$ cat config.mk
export PLATFORM = sky130hd
export DESIGN_NAME = rsp_reorder_queue
export DESIGN_NICKNAME = d
export VERILOG_FILES = /design/src/rtl/rq_pkg.sv /design/src/rtl/rq_rst_sync.sv /design/src/rtl/rq_ptr_ctrl.sv /design/src/rtl/rq_presence.sv /design/src/rtl/rq_slot_store.sv /design/src/rtl/rsp_reorder_queue.sv
export SDC_FILE = /design/constraint.sdc
export NUM_CORES = 1
export LEC_CHECK = 0
export ABC_AREA = 0
export CORE_ASPECT_RATIO = 0.75
export CORE_MARGIN = 10
export CORE_UTILIZATION = 38
export DETAILED_ROUTE_END_ITERATION = 10
export PLACE_DENSITY = 0.53
export SLEW_MARGIN = 20
export SYNTH_ARGS = -nofsm -noshare
export SYNTH_HDL_FRONTEND = slang
export SYNTH_SLANG_ARGS = --single-unit
$ cat constraint.sdc
create_clock -name clk -period 2.15 [get_ports clk]
set_input_delay 0.215 -clock clk [delete_from_list [all_inputs] [get_ports clk]]
set_output_delay 0.215 -clock clk [all_outputs]
set_load 0.01 [all_outputs]
$ cat src/rtl/rq_pkg.sv
package rq_pkg;
  parameter int RQ_DEPTH_DEF  = 16;
  parameter int RQ_DATA_W_DEF = 32;

  // Slot occupancy on the next cycle given grant and pop strobes.
  function automatic int unsigned rq_next_count(input int unsigned cur,
                                                input logic grant,
                                                input logic pop);
    int unsigned n;
    n = cur;
    if (grant) n = n + 1;
    if (pop)   n = n - 1;
    return n;
  endfunction
endpackage

$ cat src/rtl/rq_rst_sync.sv
module rq_rst_sync (
  input  logic clk,
  input  logic rst_n,
  output logic rst_sync_n
);
  logic stage_q;
  logic out_q;

  always_ff @(posedge clk or negedge rst_n) begin
    if (!rst_n) begin
      stage_q <= 1'b0;
      out_q   <= 1'b0;
    end else begin
      stage_q <= 1'b1;
      out_q   <= stage_q;
    end
  end

  assign rst_sync_n = out_q;
endmodule

$ cat src/rtl/rq_ptr_ctrl.sv
module rq_ptr_ctrl #(
  parameter int DEPTH = 16,
  localparam int TAG_W = $clog2(DEPTH),
  localparam int CNT_W = TAG_W + 1
) (
  input  logic             clk,
  input  logic             rst_n,
  input  logic             grant,
  input  logic             pop,
  output logic [TAG_W-1:0] head,
  output logic [TAG_W-1:0] tail,
  output logic             full
);
  import rq_pkg::*;

  logic [TAG_W-1:0] head_q, head_d;
  logic [TAG_W-1:0] tail_q, tail_d;
  logic [CNT_W-1:0] cnt_q, cnt_d;
  logic             head_en, tail_en, cnt_en;

  assign head_en = pop;
  assign tail_en = grant;
  assign cnt_en  = grant ^ pop;

  always_comb begin
    head_d = head_q + TAG_W'(1);
    tail_d = tail_q + TAG_W'(1);
    cnt_d  = CNT_W'(rq_next_count(int'(cnt_q), grant, pop));
  end

  always_ff @(posedge clk or negedge rst_n) begin
    if (!rst_n) begin
      head_q <= '0;
      tail_q <= '0;
      cnt_q  <= '0;
    end else begin
      if (head_en) head_q <= head_d;
      if (tail_en) tail_q <= tail_d;
      if (cnt_en)  cnt_q  <= cnt_d;
    end
  end

  assign head = head_q;
  assign tail = tail_q;
  assign full = (cnt_q == CNT_W'(DEPTH));

  // outstanding slots never exceed the depth
  assert_no_overflow_R3: assert property (@(posedge clk) disable iff (!rst_n)
    cnt_q <= CNT_W'(DEPTH));

  // a pop never happens with nothing allocated
  assert_no_underflow_R7: assert property (@(posedge clk) disable iff (!rst_n)
    pop |-> (cnt_q != '0));

  // a grant moves the tail by exactly one slot
  assert_tail_step_R2: assert property (@(posedge clk) disable iff (!rst_n)
    grant |=> (tail_q == $past(tail_q) + TAG_W'(1)));
endmodule

$ cat src/rtl/rq_presence.sv
module rq_presence #(
  parameter int DEPTH = 16,
  localparam int TAG_W = $clog2(DEPTH)
) (
  input  logic             clk,
  input  logic             rst_n,
  input  logic             set_en,
  input  logic [TAG_W-1:0] set_idx,
  input  logic             clr_en,
  input  logic [TAG_W-1:0] clr_idx,
  input  logic [TAG_W-1:0] head_idx,
  output logic             head_present
);
  logic [DEPTH-1:0] bits_q;

  for (genvar s = 0; s < DEPTH; s++) begin : g_bit
    logic hit_set, hit_clr, bit_en, bit_d;
    always_comb begin
      hit_set = set_en && (set_idx == TAG_W'(s));
      hit_clr = clr_en && (clr_idx == TAG_W'(s));
      bit_en  = hit_set || hit_clr;
      bit_d   = hit_set;
    end
    always_ff @(posedge clk or negedge rst_n) begin
      if (!rst_n)      bits_q[s] <= 1'b0;
      else if (bit_en) bits_q[s] <= bit_d;
    end
  end

  assign head_present = bits_q[head_idx];

  // the slot released by a pop is empty afterwards
  assert_pop_clears_R7: assert property (@(posedge clk) disable iff (!rst_n)
    (clr_en && !(set_en && set_idx == clr_idx)) |=> !bits_q[$past(clr_idx)]);

  // a stored response leaves its slot marked present
  assert_store_marks_R5: assert property (@(posedge clk) disable iff (!rst_n)
    (set_en && !(clr_en && clr_idx == set_idx)) |=> bits_q[$past(set_idx)]);
endmodule

$ cat src/rtl/rq_slot_store.sv
module rq_slot_store #(
  parameter int DEPTH  = 16,
  parameter int DATA_W = 32,
  localparam int TAG_W = $clog2(DEPTH)
) (
  input  logic              clk,
  input  logic              wr_en,
  input  logic [TAG_W-1:0]  wr_idx,
  input  logic [DATA_W-1:0] wr_data,
  input  logic [TAG_W-1:0]  rd_idx,
  output logic [DATA_W-1:0] rd_data
);
  logic [DATA_W-1:0] slot_q [DEPTH];

  for (genvar s = 0; s < DEPTH; s++) begin : g_slot
    logic slot_en;
    assign slot_en = wr_en && (wr_idx == TAG_W'(s));
    always_ff @(posedge clk) begin
      if (slot_en) slot_q[s] <= wr_data;
    end
  end

  assign rd_data = slot_q[rd_idx];
endmodule

$ cat src/rtl/rsp_reorder_queue.sv
module rsp_reorder_queue #(
  parameter int DEPTH  = rq_pkg::RQ_DEPTH_DEF,
  parameter int DATA_W = rq_pkg::RQ_DATA_W_DEF,
  localparam int TAG_W = $clog2(DEPTH)
) (
  input  logic              clk,
  input  logic              rst_n,
  input  logic              alloc_req,
  output logic              alloc_gnt,
  output logic [TAG_W-1:0]  alloc_tag,
  output logic              full,
  input  logic              rsp_valid,
  input  logic [TAG_W-1:0]  rsp_tag,
  input  logic [DATA_W-1:0] rsp_data,
  output logic              out_valid,
  input  logic              out_ready,
  output logic [TAG_W-1:0]  out_tag,
  output logic [DATA_W-1:0] out_data
);
  logic             rst_int_n;
  logic [TAG_W-1:0] head, tail;
  logic             full_int, head_present, pop;

  rq_rst_sync u_rst (
    .clk        (clk),
    .rst_n      (rst_n),
    .rst_sync_n (rst_int_n)
  );

  assign alloc_gnt = alloc_req && !full_int;
  assign pop       = head_present && out_ready;

  rq_ptr_ctrl #(.DEPTH(DEPTH)) u_ptr (
    .clk   (clk),
    .rst_n (rst_int_n),
    .grant (alloc_gnt),
    .pop   (pop),
    .head  (head),
    .tail  (tail),
    .full  (full_int)
  );

  rq_presence #(.DEPTH(DEPTH)) u_pres (
    .clk          (clk),
    .rst_n        (rst_int_n),
    .set_en       (rsp_valid),
    .set_idx      (rsp_tag),
    .clr_en       (pop),
    .clr_idx      (head),
    .head_idx     (head),
    .head_present (head_present)
  );

  rq_slot_store #(.DEPTH(DEPTH), .DATA_W(DATA_W)) u_store (
    .clk     (clk),
    .wr_en   (rsp_valid),
    .wr_idx  (rsp_tag),
    .wr_data (rsp_data),
    .rd_idx  (head),
    .rd_data (out_data)
  );

  assign alloc_tag = tail;
  assign full      = full_int;
  assign out_valid = head_present;
  assign out_tag   = head;

  // a response to the waiting head is offered after the same edge
  assert_head_release_R4: assert property (@(posedge clk) disable iff (!rst_int_n)
    (rsp_valid && rsp_tag == head && !pop) |=> (out_valid && out_data == $past(rsp_data)));

  // an offered entry is held while the consumer stalls
  assert_hold_R7: assert property (@(posedge clk) disable iff (!rst_int_n)
    (out_valid && !out_ready) |=> (out_valid && $stable(out_data) && $stable(out_tag)));

  // a full queue keeps its tail
  assert_full_tail_R3: assert property (@(posedge clk) disable iff (!rst_int_n)
    full |=> (alloc_tag == $past(alloc_tag)));
endmodule

==> impl_results.md <==
* H-tree levels at 2
* Starting Density at 0.384
* Post-synth cell types at 41
* Critical Path AT at 2670 ps
* Final setup viols at 40
* Rel. slew slack at 0.374
* Leakage at approximately 8.6 nW
* WS Path Type: register to output port
* GRT Residual Overflow at 0
* Die height at 223 um
* Synth Flop Type: edfxtp_1
* Total CTS buffers at 52
* CP Launch Type: register
* CP cell instances: buf_12 -> buf_8 -> buf_6 -> mux4_2 -> mux4_2 -> buf_6
* Pin count of the biggest net entering global routing at 27
* Fillers at between 4000 and 5000
* CTS Root Cell: clkbuf_16
* Final WL at 49200 um
* Seq/Total Area, Yosys at 0.773
* CTS clk-pin slew, worst paths at ~60 ps
* Cell row count at 74
* Share of layout cells above drive strength 1 at 0.391
* Number of synthesized flops with an enable pin at roughly 510
* Final setup margin at -732 ps
* Chip width at 291 um
* Final Net Count at ~1200
* DP HPWL at 28300 um
* # IOs at 84
* Clock Latency Late Sink at 580 ps
* WL/cell at ~26 um
* Ys Warns at 0
* Mapped Nets at 933
* Placed cells at between 1500 and 2000
* ANT cells at 0
* Die area at roughly 65000 um2
* RSZ-0062 raised after global routing: yes
* Worst path slowest cell: mux4_2
* Final Power at between 30 and 40 mW
* Max-slew violation count at 0
* #FFs+latches synth at 543
* Most frequent cell after synthesis: edfxtp_1
* Worst Hold Class: input port to asynchronous set/reset pin
* DR DRC count at 0
* Peak VDD IR at 0.594 mV
* CTS tree: built
* Longest Clk Path Bufs at 3
* Crit path max fanout at 6
* Routability cong. at 0.752
* Top cells by area, synth: edfxtp_1 74%, mux4_2 17%, dfrtp_1 3.7%
* Initial drt markers at 888
* Initial DRT Pass Iterations at 6
* Layout area overhead at 25.7%
* Maxcap violations at 0
* Cell area after synthesis at about 21000 um2
* Initial antenna violation count at 1
* Nature of the critical path endpoint: output port
* Run status: finished with violations
* Worst Tran Pin Value at approximately 940 ps
* Cell Count, Final, Fillers Out at 1874
* FMAX at ~0.35 GHz
* Via Count at about 10000
* Fin. Hold Viols at 0
* Failing checks: setup timing
* Fin crit period at slightly below 3000 ps
* Pwr dens at approximately 1300 nW/um2
* Post-synth ARST share at 0.0571
* Dpl ws at -446 ps
* Sinks on Clock Net at 543
* Yosys top cell area share at 0.736
* Max incr delay on CP at 560 ps
* R2R Setup Slk at -460 ps
* Area of the multi-input gates at 4790 um2
* Final setup skew at ~6.6 ps
* Tot GR Track Use at 0.150
* Number of port buffers at 83
* Vias in the first global route at around 10000
* DR vias/cell at 5.33
* Register area at about 16000 um2
* Critical Path RT at a little under 2000 ps
* Area leader, netlist: edfxtp_1
* Core area at roughly 54000 um2
* First-pass GRT wire length at 72200 um
* Mean area per synthesized cell at around 24 um2
* Sum of negative setup slack at -24380 ps
* Most frequent cells after synthesis: 512 x edfxtp_1, 161 x mux4_2, 31 x dfrtp_1, 18 x nor2_1, 17 x clkbuf_1
* Period utilisation layout at 1.34
* Synthesized netlist cell count at roughly 880
* Final ANT Viol Nets at 0
==> metal layers <==
metal,share of wire,global-route usage,wire length (um),up-vias
met4,0.014,0.0329,692,2
met5,0.00018,0,9,-
li1,-,-,-,4233
met3,0.055,0.0315,2690,52
met2,0.47,0.229,23100,254
met1,0.46,0.218,22800,5444
==> final timing paths <==
path	from	to	cells after the start
setup / recovery	u_ptr.head[0]	out_data[5]	6
hold / removal	rst_n	u_rst.rst_sync_n	2
setup reg to reg	u_ptr.head[0]	u_ptr.cnt_q[2]	8
hold reg to reg	u_rst.stage_q	u_rst.rst_sync_n	0
max in group asynchronous	u_rst.rst_sync_n	u_ptr.head[1]	0
min in group clk	u_rst.stage_q	u_rst.rst_sync_n	0
==> registers in the layout, indices dropped and copies added, names as in the netlist <==
register / flops
u_store.slot_q: 512
u_rst.rst_sync_n: 1
u_pres.bits_q: 16
u_rst.stage_q: 1
u_ptr.tail: 4
u_ptr.head: 4
u_ptr.cnt_q: 5
==> cell usage in the layout, fill, tap and decap left out, types with 3 or more instances in the layout <==
cell	n
clkbuf_1	13
clkinv_2	14
buf_6	44
nand2_1	15
buf_8	6
nand4_1	4
nor2_4	12
bufinv_16	4
mux4_2	161
buf_16	4
clkdlybuf4s50_1	47
clkinv_1	6
inv_1	5
nand3_1	12
xnor2_1	5
mux2i_1	5
edfxtp_1	512
dfrtp_1	28
buf_4	54
buf_12	56
nor2_1	5
clkbuf_16	54
a21o_1	16
ha_1	6
xor2_1	3
nor3_4	4
==> kinds of logic (layout without fill, tap and decap cells) <==
kind of cell,count (synthesis),after routing,share of synthesized area
AO/OA/AOI/OAI,26,26,0.00964
adder cells (fa/ha/maj),8,8,0.00479
other,1,1,0.000179
AND/OR/NAND/NOR,73,73,0.0176
multiplexers,173,173,0.180
buffers and inverters,49,317,0.0103
XOR/XNOR,11,11,0.00461
flip-flops,543,543,0.773
==> metrics by stage <==
stage / utilization / area [um2] / hold slack [ps]
2_1_floorplan: - / 21100 / -80.6
3_3_place_gp: 0.442 / 24000 / 335
3_5_place_dp: 0.442 / 24000 / 336
4_1_cts: 0.480 / 26100 / 302
5_1_grt: 0.482 / 26300 / 341
6_report: 0.482 / 26300 / 344
==> layout make-up <==
class | count | area share
Clock buffer | 68 | 0.0534
Clock inverter | 25 | 0.00838
Inverter | 8 | 0.00143
Multi-Input combinational cell | 292 | 0.183
Sequential cell | 543 | 0.615
Tap cell | 722 | 0.0344
Timing Repair Buffer | 216 | 0.105
==> report_power, final <==
group,switching (mW),internal (mW)
Clock,3.83,5.05
Sequential,0.275,12.1
Combinational,4.92,6.93
Total,9.03,24.1
==> what timing repair did <==
| action | 4_1_cts | 5_1_grt |
|---|---|---|
| endpoints found under the setup margin | 48 | 47 |
| setup buffers | 19 | 6 |
| endpoints found under the hold margin | 2 | 0 |
| resized for setup | 207 | 24 |
| gates cloned | 4 | 1 |
| pin swaps | 4 | 11 |
| hold buffers | 1 | 0 |
==> critical path: cells and delay by family (launching register included) <==
family	cells	cell delay, ps
buffers and inverters	4	580
DFF	1	530
muxes	2	970
No activity file was read; power rests on OpenSTA's default activity.
